File: config.mk
export PLATFORM = sky130hd
export DESIGN_NAME = chain_ctl_port
export DESIGN_NICKNAME = d
export VERILOG_FILES = /design/src/rtl/ccp_pkg.sv /design/src/rtl/ccp_sync.sv /design/src/rtl/ccp_edge.sv /design/src/rtl/ccp_frame_seq.sv /design/src/rtl/ccp_shifter.sv /design/src/rtl/chain_ctl_port.sv
export SDC_FILE = /design/constraint.sdc
export NUM_CORES = 1
export LEC_CHECK = 0
export BUFFER_PORTS_ARGS = -buffer_cell sky130_fd_sc_hd__buf_2
export CORE_ASPECT_RATIO = 0.6
export CORE_MARGIN = 1
export CORE_UTILIZATION = 45
export CTS_CLUSTER_SIZE = 16
export DETAILED_ROUTE_END_ITERATION = 12
export PLACE_DENSITY = 0.65
export SYNTH_ARGS = -nofsm -noshare
export SYNTH_HDL_FRONTEND = slang
export SYNTH_SLANG_ARGS = --single-unit
File: constraint.sdc
create_clock -name clk -period 3.7 [get_ports clk]
set_input_delay 0.74 -clock clk [delete_from_list [all_inputs] [get_ports clk]]
set_output_delay 0.74 -clock clk [all_outputs]
set_load 0.03 [all_outputs]
File: src/rtl/ccp_pkg.sv
`timescale 1ns/1ps
package ccp_pkg;
  // Synchronized view of one serial pin.
  typedef struct packed {
    logic level;
    logic rise;
    logic fall;
  } edge_t;
endpackage

File: src/rtl/ccp_sync.sv
`timescale 1ns/1ps
module ccp_sync #(
  parameter int STAGES = 2
) (
  input  logic clk,
  input  logic rst_n,
  input  logic d,
  output logic q
);
  logic [STAGES-1:0] sr_q, sr_n;

  always_comb begin
    sr_n = {sr_q[STAGES-2:0], d};
  end

  always_ff @(posedge clk or negedge rst_n) begin
    if (!rst_n) sr_q <= '0;
    else        sr_q <= sr_n;
  end

  assign q = sr_q[STAGES-1];
endmodule

File: src/rtl/ccp_edge.sv
`timescale 1ns/1ps
module ccp_edge #(
  parameter int STAGES = 2
) (
  input  logic            clk,
  input  logic            rst_n,
  input  logic            pin,
  output ccp_pkg::edge_t  ev
);
  logic lvl;
  logic prev_q, prev_n;

  ccp_sync #(.STAGES(STAGES)) u_sync (
    .clk(clk), .rst_n(rst_n), .d(pin), .q(lvl)
  );

  always_comb prev_n = lvl;

  always_ff @(posedge clk or negedge rst_n) begin
    if (!rst_n) prev_q <= 1'b0;
    else        prev_q <= prev_n;
  end

  assign ev.level = lvl;
  assign ev.rise  = lvl & ~prev_q;
  assign ev.fall  = ~lvl & prev_q;
endmodule

File: src/rtl/ccp_frame_seq.sv
`timescale 1ns/1ps
module ccp_frame_seq #(
  parameter int W = 8
) (
  input  logic clk,
  input  logic rst_n,
  input  logic sel_lvl,
  input  logic sel_rise,
  input  logic sel_fall,
  input  logic sck_rise,
  input  logic sck_fall,
  output logic load,
  output logic shift_in,
  output logic shift_out,
  output logic commit,
  output logic sel_o
);
  localparam int CW = $clog2(W + 2);
  localparam logic [CW-1:0] LAST = CW'(W);

  logic          open_q, open_n;
  logic [CW-1:0] rcnt_q, rcnt_n;
  logic [CW-1:0] fcnt_q, fcnt_n;
  logic          selo_q, selo_n;

  // Edge decode for the datapath
  assign load      = sel_rise;
  assign shift_out = open_q & ~sel_rise & sel_lvl & sck_rise & (rcnt_q < LAST);
  assign commit    = open_q & ~sel_rise & sel_lvl & sck_rise & (rcnt_q == LAST) & (fcnt_q == LAST);
  assign shift_in  = open_q & ~sel_rise & sel_lvl & sck_fall & (fcnt_q < LAST);

  always_comb begin
    open_n = open_q;
    rcnt_n = rcnt_q;
    fcnt_n = fcnt_q;
    selo_n = selo_q;
    if (!sel_lvl || sel_fall) begin
      open_n = 1'b0;
      rcnt_n = '0;
      fcnt_n = '0;
      selo_n = 1'b0;
    end else if (sel_rise) begin
      open_n = 1'b1;
      rcnt_n = '0;
      fcnt_n = '0;
      selo_n = 1'b0;
    end else if (open_q) begin
      if (sck_rise && rcnt_q <= LAST) rcnt_n = rcnt_q + 1'b1;
      if (sck_fall) begin
        if (fcnt_q < LAST) begin
          fcnt_n = fcnt_q + 1'b1;
        end else begin
          fcnt_n = fcnt_q + 1'b1;
          selo_n = 1'b1;
          open_n = 1'b0;
        end
      end
    end
  end

  always_ff @(posedge clk or negedge rst_n) begin
    if (!rst_n) begin
      open_q <= 1'b0;
      rcnt_q <= '0;
      fcnt_q <= '0;
      selo_q <= 1'b0;
    end else begin
      open_q <= open_n;
      rcnt_q <= rcnt_n;
      fcnt_q <= fcnt_n;
      selo_q <= selo_n;
    end
  end

  assign sel_o = selo_q;

  AST_HANDOFF_AFTER_COMMIT: assert property (@(posedge clk) disable iff (!rst_n)
    $rose(selo_q) |-> (rcnt_q == LAST + 1'b1)) else $error("handoff before ninth rise");
  AST_SELO_DROPS: assert property (@(posedge clk) disable iff (!rst_n)
    !sel_lvl |=> !selo_q) else $error("sel_o held without sel_i");
  AST_FREEZE_QUIET: assert property (@(posedge clk) disable iff (!rst_n)
    (selo_q && sel_lvl) |-> (!shift_in && !shift_out && !commit)) else $error("activity while frozen");
endmodule

File: src/rtl/ccp_shifter.sv
`timescale 1ns/1ps
module ccp_shifter #(
  parameter int W = 8
) (
  input  logic         clk,
  input  logic         rst_n,
  input  logic         load,
  input  logic         shift_in,
  input  logic         shift_out,
  input  logic         commit,
  input  logic         din,
  input  logic         sel_lvl,
  input  logic [W-1:0] diag,
  output logic [W-1:0] ctrl,
  output logic         upd,
  output logic         sdout
);
  logic [W-1:0] rx_q, rx_n;
  logic [W-1:0] tx_q, tx_n;
  logic [W-1:0] ctrl_q, ctrl_n;
  logic         obit_q, obit_n;
  logic         upd_q, upd_n;

  always_comb begin
    rx_n   = rx_q;
    tx_n   = tx_q;
    obit_n = obit_q;
    ctrl_n = ctrl_q;
    upd_n  = 1'b0;
    if (load) begin
      rx_n   = '0;
      tx_n   = diag;
      obit_n = 1'b0;
    end else begin
      if (shift_in)  rx_n = {rx_q[W-2:0], din};
      if (shift_out) begin
        obit_n = tx_q[W-1];
        tx_n   = {tx_q[W-2:0], 1'b0};
      end
      if (commit) begin
        ctrl_n = rx_q;
        upd_n  = 1'b1;
      end
    end
  end

  always_ff @(posedge clk or negedge rst_n) begin
    if (!rst_n) begin
      rx_q   <= '0;
      tx_q   <= '0;
      obit_q <= 1'b0;
      ctrl_q <= '0;
      upd_q  <= 1'b0;
    end else begin
      rx_q   <= rx_n;
      tx_q   <= tx_n;
      obit_q <= obit_n;
      ctrl_q <= ctrl_n;
      upd_q  <= upd_n;
    end
  end

  assign ctrl  = ctrl_q;
  assign upd   = upd_q;
  assign sdout = sel_lvl & obit_q;

  AST_UPD_SINGLE: assert property (@(posedge clk) disable iff (!rst_n)
    upd_q |=> !upd_q) else $error("update pulse too long");
  AST_CTRL_ONLY_ON_UPD: assert property (@(posedge clk) disable iff (!rst_n)
    !$stable(ctrl_q) |-> upd_q) else $error("ctrl changed without update");
endmodule

File: src/rtl/chain_ctl_port.sv
`timescale 1ns/1ps
module chain_ctl_port #(
  parameter int W      = 8,
  parameter int STAGES = 2
) (
  input  logic         clk,
  input  logic         rst_n,
  input  logic         sclk_i,
  input  logic         sdin_i,
  input  logic         sel_i,
  output logic         sdout_o,
  output logic         sel_o,
  output logic [W-1:0] ctrl_o,
  output logic         ctrl_upd_o,
  input  logic [W-1:0] diag_i
);
  localparam int N_EDGE = 2;
  localparam int I_SCK  = 0;
  localparam int I_SEL  = 1;

  logic [N_EDGE-1:0] pins;
  ccp_pkg::edge_t    ev [N_EDGE];
  logic              din_s;
  logic load, shift_in, shift_out, commit;

  assign pins[I_SCK] = sclk_i;
  assign pins[I_SEL] = sel_i;

  for (genvar g = 0; g < N_EDGE; g++) begin : g_edge
    ccp_edge #(.STAGES(STAGES)) u_edge (
      .clk(clk), .rst_n(rst_n), .pin(pins[g]), .ev(ev[g])
    );
  end

  ccp_sync #(.STAGES(STAGES)) u_din (
    .clk(clk), .rst_n(rst_n), .d(sdin_i), .q(din_s)
  );

  ccp_frame_seq #(.W(W)) u_seq (
    .clk(clk), .rst_n(rst_n),
    .sel_lvl(ev[I_SEL].level), .sel_rise(ev[I_SEL].rise), .sel_fall(ev[I_SEL].fall),
    .sck_rise(ev[I_SCK].rise), .sck_fall(ev[I_SCK].fall),
    .load(load), .shift_in(shift_in), .shift_out(shift_out), .commit(commit),
    .sel_o(sel_o)
  );

  ccp_shifter #(.W(W)) u_shf (
    .clk(clk), .rst_n(rst_n),
    .load(load), .shift_in(shift_in), .shift_out(shift_out), .commit(commit),
    .din(din_s), .sel_lvl(ev[I_SEL].level), .diag(diag_i),
    .ctrl(ctrl_o), .upd(ctrl_upd_o), .sdout(sdout_o)
  );

  AST_SDOUT_IDLE_LOW: assert property (@(posedge clk) disable iff (!rst_n)
    !ev[I_SEL].level |-> !sdout_o) else $error("sdout active while deselected");
  AST_SCK_IGNORED_IDLE: assert property (@(posedge clk) disable iff (!rst_n)
    !ev[I_SEL].level |=> !ctrl_upd_o) else $error("update while deselected");
endmodule

**Word level (Yosys, flattened, before mapping)**

Cells that the tools add are included.

- Bitwise gates (word level): 18
- Reduce and logical (&&, ||, !) cells: 12
- $lt $le $gt $ge: 3
- Equality and inequality tests: 3
- $add $sub $neg: 2
- Muxes and demuxes: 26

Operator list:

| operator | number |
|---|---|
| $mux 4 | 8 |
| $mux 8 | 4 |
| $mux 1 | 14 |
| $and 1x1->1 | 13 |
| $reduce_bool 3->1 | 3 |
| $add 4x1->4 const B | 2 |
| $eq 4x4->1 const B | 2 |
| $lt 4x4->1 const B | 2 |
| $reduce_and 2->1 | 3 |
| $not 1->1 | 5 |
| $le 4x4->1 const B | 1 |
| $reduce_bool 2->1 | 2 |
| $ne 3x2->1 const B | 1 |
| $reduce_and 3->1 | 1 |
| $logic_and 1x1->1 | 1 |
| $logic_not 1->1 | 1 |
| $logic_or 1x1->1 | 1 |

- Word-level logic and storage cells: 78
- Bits in registers: 44

**Depth between registers and ports, before layout**

- Depth in word-level cells: 10
- Gate-level depth with buffers: 6
- Mapped depth without buffers: 6

**Hierarchy**

Synthesis repeated with hierarchy kept, for this count alone.

- Cell total of the unflattened synthesis: 161
- Area total of the unflattened synthesis: 1915.6 µm²

By module, submodules not included:

| module | area an instance (µm²) | cells an instance | seq. area each (µm²) | times used |
|---|---|---|---|---|
| ccp_shifter | 1104.8 | 85 | 650.6 | 1 |
| ccp_frame_seq | 565.5 | 62 | 250.2 | 1 |
| ccp_sync | 50.0 | 2 | 50.0 | 3 |
| ccp_edge | 47.5 | 4 | 25.0 | 2 |

**Worst setup path before layout**

No wires, ideal clock.

- Kind: register to register
- Start: register g_edge[1].u_edge.u_sync.sr_q[1]
- End: register u_shf.rx_q[0]
- Slack: 2.229 ns
- Buffers on the path: 1
- Clock period less this slack: 1.471 ns
- Data arrival time: 1.339 ns
- Cell stages (with the launch flop): 6
- Setup time: 0.132 ns
- Cell sequence: dfrtp_1 -> nand3_2 -> or4b_1 -> buf_6 -> mux2i_1 -> nor2_1

- Word-level cells in the longest chain between the ends: 7
- Elaborated cells between the ends (all ways): 8
- Those cells by class: mux (1); bitwise (6); reduce/logical (1)

RTL lines:

| item | RTL line | RTL |
|---|---|---|
| start: declaration | ccp_sync.sv:10 | `logic [STAGES-1:0] sr_q, sr_n;` |
| start signal: assignment | ccp_sync.sv:18 | `else sr_q <= sr_n;` |
| $and 1x1->1 | ccp_edge.sv:25 | `assign ev.rise = lvl & ~prev_q;` |
| $not 1->1 (no line) | n/a |  |
| $and 1x1->1 (4 in a row) | ccp_frame_seq.sv:30 | `assign shift_in = open_q & ~sel_rise & sel_lvl & sck_fall & (fcnt_q < LAST);` |
| $reduce_bool 2->1 (no line) | n/a |  |
| end signal: assignment | ccp_shifter.sv:55 | `rx_q <= rx_n;` |
| end: declaration | ccp_shifter.sv:18 | `logic [W-1:0] rx_q, rx_n;` |

Parallel ways exist; a longest one is shown, timed or not.
A chain may end at the register's enable or synchronous reset.

**Worst setup path after layout**

- Start: register g_edge[1].u_edge.u_sync.sr_q[1]
- End: output port sdout_o

- Word-level cells in the longest chain between the ends: 1

RTL lines:

| item | RTL line | RTL |
|---|---|---|
| $and 1x1->1 | ccp_shifter.sv:65 | `assign sdout = sel_lvl & obit_q;` |
| end: declaration | chain_ctl_port.sv:11 | `output logic sdout_o,` |

No other way between the ends.

==> metrics.md <==
| Metric | Value |
|---|---|
| Status | finished clean |
| Crit-path cells | and2_1, buf_2 |
| Root Buffer | clkbuf_8 |
| WHS Path Cells | 0 |
| Slowest CP cell | dfrtp_1 |
| Share of synthesized registers carrying an async set or reset | 1.00 |
| Post-route setup slack | 1860 ps |
| DP Area | 0.00195 mm² |
| Clk buf depth | 2 |
| Flop2flop setup slack | between 1500 and 2000 ps |
| Net Sw Frac | 0.227 |
| Worst setup SP type | flop |
| Net Sw Power | 0.000196 W |
| Post-Syn Area | roughly 0.0018 mm² |
| EDFF count, synth | 0 |
| Vias per cell | 5.16 |
| Io pins | 24 |
| Cells after Synth | between 150 and 200 |
| CP Capture Type | output pin |
| Dominant synthesized flop cell | dfrtp_1 |
| Aggregate routed wire length | roughly 3.2 mm |
| Worst Skew | around 11 ps |
| Chip height | 50.9 µm |
| CTS Hold Buffers Added | 0 |
| Worst-margin pin slew | around 940 ps |
| Worst endpoint required time | between 2000 and 3000 ps |
| TritonCTS clock tree | done |
| Setup Buffers After CTS | 0 |
| Worst Hold Class | reg -> reg |
| R2R depth | 5 |
| Reg-to-reg endpoint | u_shf.ctrl[6]$_DFFE_PN0P_ |
| Number of iterations in the first detailed-routing pass | 4 |
| HPWL after DPL | approximately 2.3 mm |
| Commonest non-fill, non-tap cell in the layout | dfrtp_1 |
| Max-slew headroom | 0.376 |
| Total global-route track usage | 0.166 |
| Place WS | 1930 ps |
| DRC viols | 0 |
| Num CTS Buffers | 5 |
| CTS Sinks | between 40 and 50 |
| Pleak | between 1 and 1.5 nW |
| Post-CTS sizing | 0 |
| CORE AREA | between 0.003 and 0.004 mm² |
| Hold EP | g_edge[0].u_edge.u_sync.sr_q[1]$_DFF_PN0_ |
| Syn_area_per_cell | 11.6 µm² |
| Share of layout cells above drive strength 1 | 0.220 |
| Clock share of power | 0.353 |
| Clk slew on worst S/H paths | approximately 80 ps |
| Reg power frac | 0.592 |
| Reg area | ~0.0011 mm² |
| Diodes inserted | 0 |
| Final worst path period share | 0.497 |
| Unrepaired setup endpoints after global routing | false |
| Die X | between 80 and 90 µm |
| Post-route minimum period | about 1800 ps |
| Worst R2R Start | g_edge[1].u_edge.u_sync.sr_q[1]$_DFF_PN0_ |
| Most frequent cells in the layout | dfrtp_1, buf_2, nor2_1 |
| Buffers on Ports | 23 |
| Total grt overflow | 0 |
| Vias post-DR | 1,181 |
| Layout Nets | approximately 200 |
| Register area share after synthesis | 0.614 |
| Layout area overhead | 13.9% |
| Clk_lat worst skew | around 290 ps |
| Max-slew violation count | 0 |
| Row cnt | 17 |
| CP max stage delay | roughly 460 ps |
| #FFs+latches synth | 44 |
| Max FO, Critical Path | 7 |
| Antenna Nets Post-Route | 0 |
| Htree depth | 2 |
| Fmax | between 500 and 600 MHz |
| CP arrival | around 1100 ps |
| Internal power | 0.000669 W |
| Final setup TNS | 0 ps |
| Fill cell count | about 330 |
| HP Start | g_edge[0].u_edge.u_sync.sr_q[0]$_DFF_PN0_ |
| Iter 0 DRT Violations | 70 |
| Initial Utilization | 0.479 |
| Final setup viols | 0 |
| Comb power frac | 0.056 |
| Area of the multi-input gates | about 630 µm² |
| Peak supply drop | 0.262 mV |
| Vias in the first global route | 1,176 |
| Post-synth cell types | 30 |
| Drt wl/cell | between 10 and 15 µm |
| Design area | 0.00204 mm² |
| Gpl congestion | ~0.72 |
| Pwr dens | around 420 mW/mm² |
| Largest net degree at the start of global routing | 45 |
| Die area | 0.00425 mm² |
| Initial antenna violation count | 0 |
| Global-route wire length before repair | ~5.4 mm |
| Crit Path Category | reg -> out |
| Fin. Hold Viols | 0 |
| Synth Net Count | 172 |
| Max-cap viol count | 0 |
| Synth warn | 0 |
critical path: cells and delay by family, from the launching register on:
| kind | cells | cell delay [ps] |
|---|---|---|
| flip-flops | 1 | 460 |
| buffers and inverters | 1 | 190 |
| AND/OR/NAND/NOR | 1 | 160 |
layout make-up:
cell class	count	area share
Timing Repair Buffer	24	0.0600
Clock buffer	7	0.0423
Inverter	11	0.0202
Tap cell	47	0.0288
Sequential cell	44	0.539
Clock inverter	1	0.00367
Multi-Input combinational cell	95	0.306
cells by family (layout without fill, tap and decap cells):
family / count (synthesis) / after routing / synth area share
AND/OR/NAND/NOR: 50 / 50 / 0.135
flip-flops: 44 / 44 / 0.614
AO/OA/AOI/OAI: 19 / 19 / 0.0614
multiplexers: 17 / 17 / 0.100
buffers and inverters: 16 / 43 / 0.0377
XOR/XNOR: 5 / 5 / 0.0244
adder cells (fa/ha/maj): 4 / 4 / 0.0279
metal layers:
metal	vias up	track usage	wire [µm]
li1	567	-	-
met1	587	0.224	1580
met2	25	0.260	1420
met3	2	0.0582	177
met4	0	0.0424	14
met5	-	0	0
per-stage QoR:
stage	cells	util	power (W)	hold WS [ps]
after global placement	221	0.521	0.000566	334
after floorplan	155	-	0.000545	331
after detailed placement	221	0.521	0.000570	335
after CTS	229	0.546	0.000876	354
after global routing	229	0.546	0.000903	359
final	229	0.546	0.000865	353
worst max path at each step:
stage                                              startpoint                   endpoint  slack (ps)
finish              g_edge[1].u_edge.u_sync.sr_q[1]$_DFF_PN0_                    sdout_o        1860
global route        g_edge[1].u_edge.u_sync.sr_q[1]$_DFF_PN0_                    sdout_o        1780
CTS                 g_edge[1].u_edge.u_sync.sr_q[1]$_DFF_PN0_                    sdout_o        1850
detailed placement  g_edge[1].u_edge.u_sync.sr_q[1]$_DFF_PN0_  u_shf.ctrl[4]$_DFFE_PN0P_        1930
global placement    g_edge[1].u_edge.u_sync.sr_q[1]$_DFF_PN0_  u_shf.ctrl[3]$_DFFE_PN0P_        1980
floorplan           g_edge[1].u_edge.u_sync.sr_q[1]$_DFF_PN0_  u_shf.rx_q[0]$_DFFE_PN0P_        2230
cell usage after synthesis, drive strengths merged (2+ instances only):
master,number,area share
mux2,8,0.050
clkbuf,3,0.0063
ha,4,0.028
mux2i,9,0.050
nor2,21,0.044
nand2,11,0.023
nand2b,3,0.010
xnor2,3,0.015
a21oi,10,0.028
xor2,2,0.0098
dfrtp,44,0.61
nand3,4,0.014
inv,11,0.023
nand3b,2,0.0084
buf,2,0.0084
o22ai,5,0.017
nor3,2,0.0056
power by group through the flow:
| stage | Combinational (W) | Clock, W | Sequential (W) |
|---|---|---|---|
| after floorplan | 0.0000272 | 0 | 0.000517 |
| after global placement | 0.0000466 | 0 | 0.000520 |
| after global routing | 0.0000557 | 0.000333 | 0.000514 |
| final | 0.0000482 | 0.000305 | 0.000512 |
| after CTS | 0.0000494 | 0.000315 | 0.000511 |
| after detailed placement | 0.0000493 | 0 | 0.000521 |
sequential cells by signal, indices dropped and copies added (netlist names), 2 cells and up:
register,flops
u_seq.rcnt_q,4
u_seq.fcnt_q,4
u_shf.rx_q,8
u_din.sr_q,2
u_shf.tx_q,8
g_edge.u_edge.u_sync.sr_q,4
g_edge.u_edge.prev_q,2
u_shf.ctrl,8
Note: power is estimated with default switching activity, not from simulation.
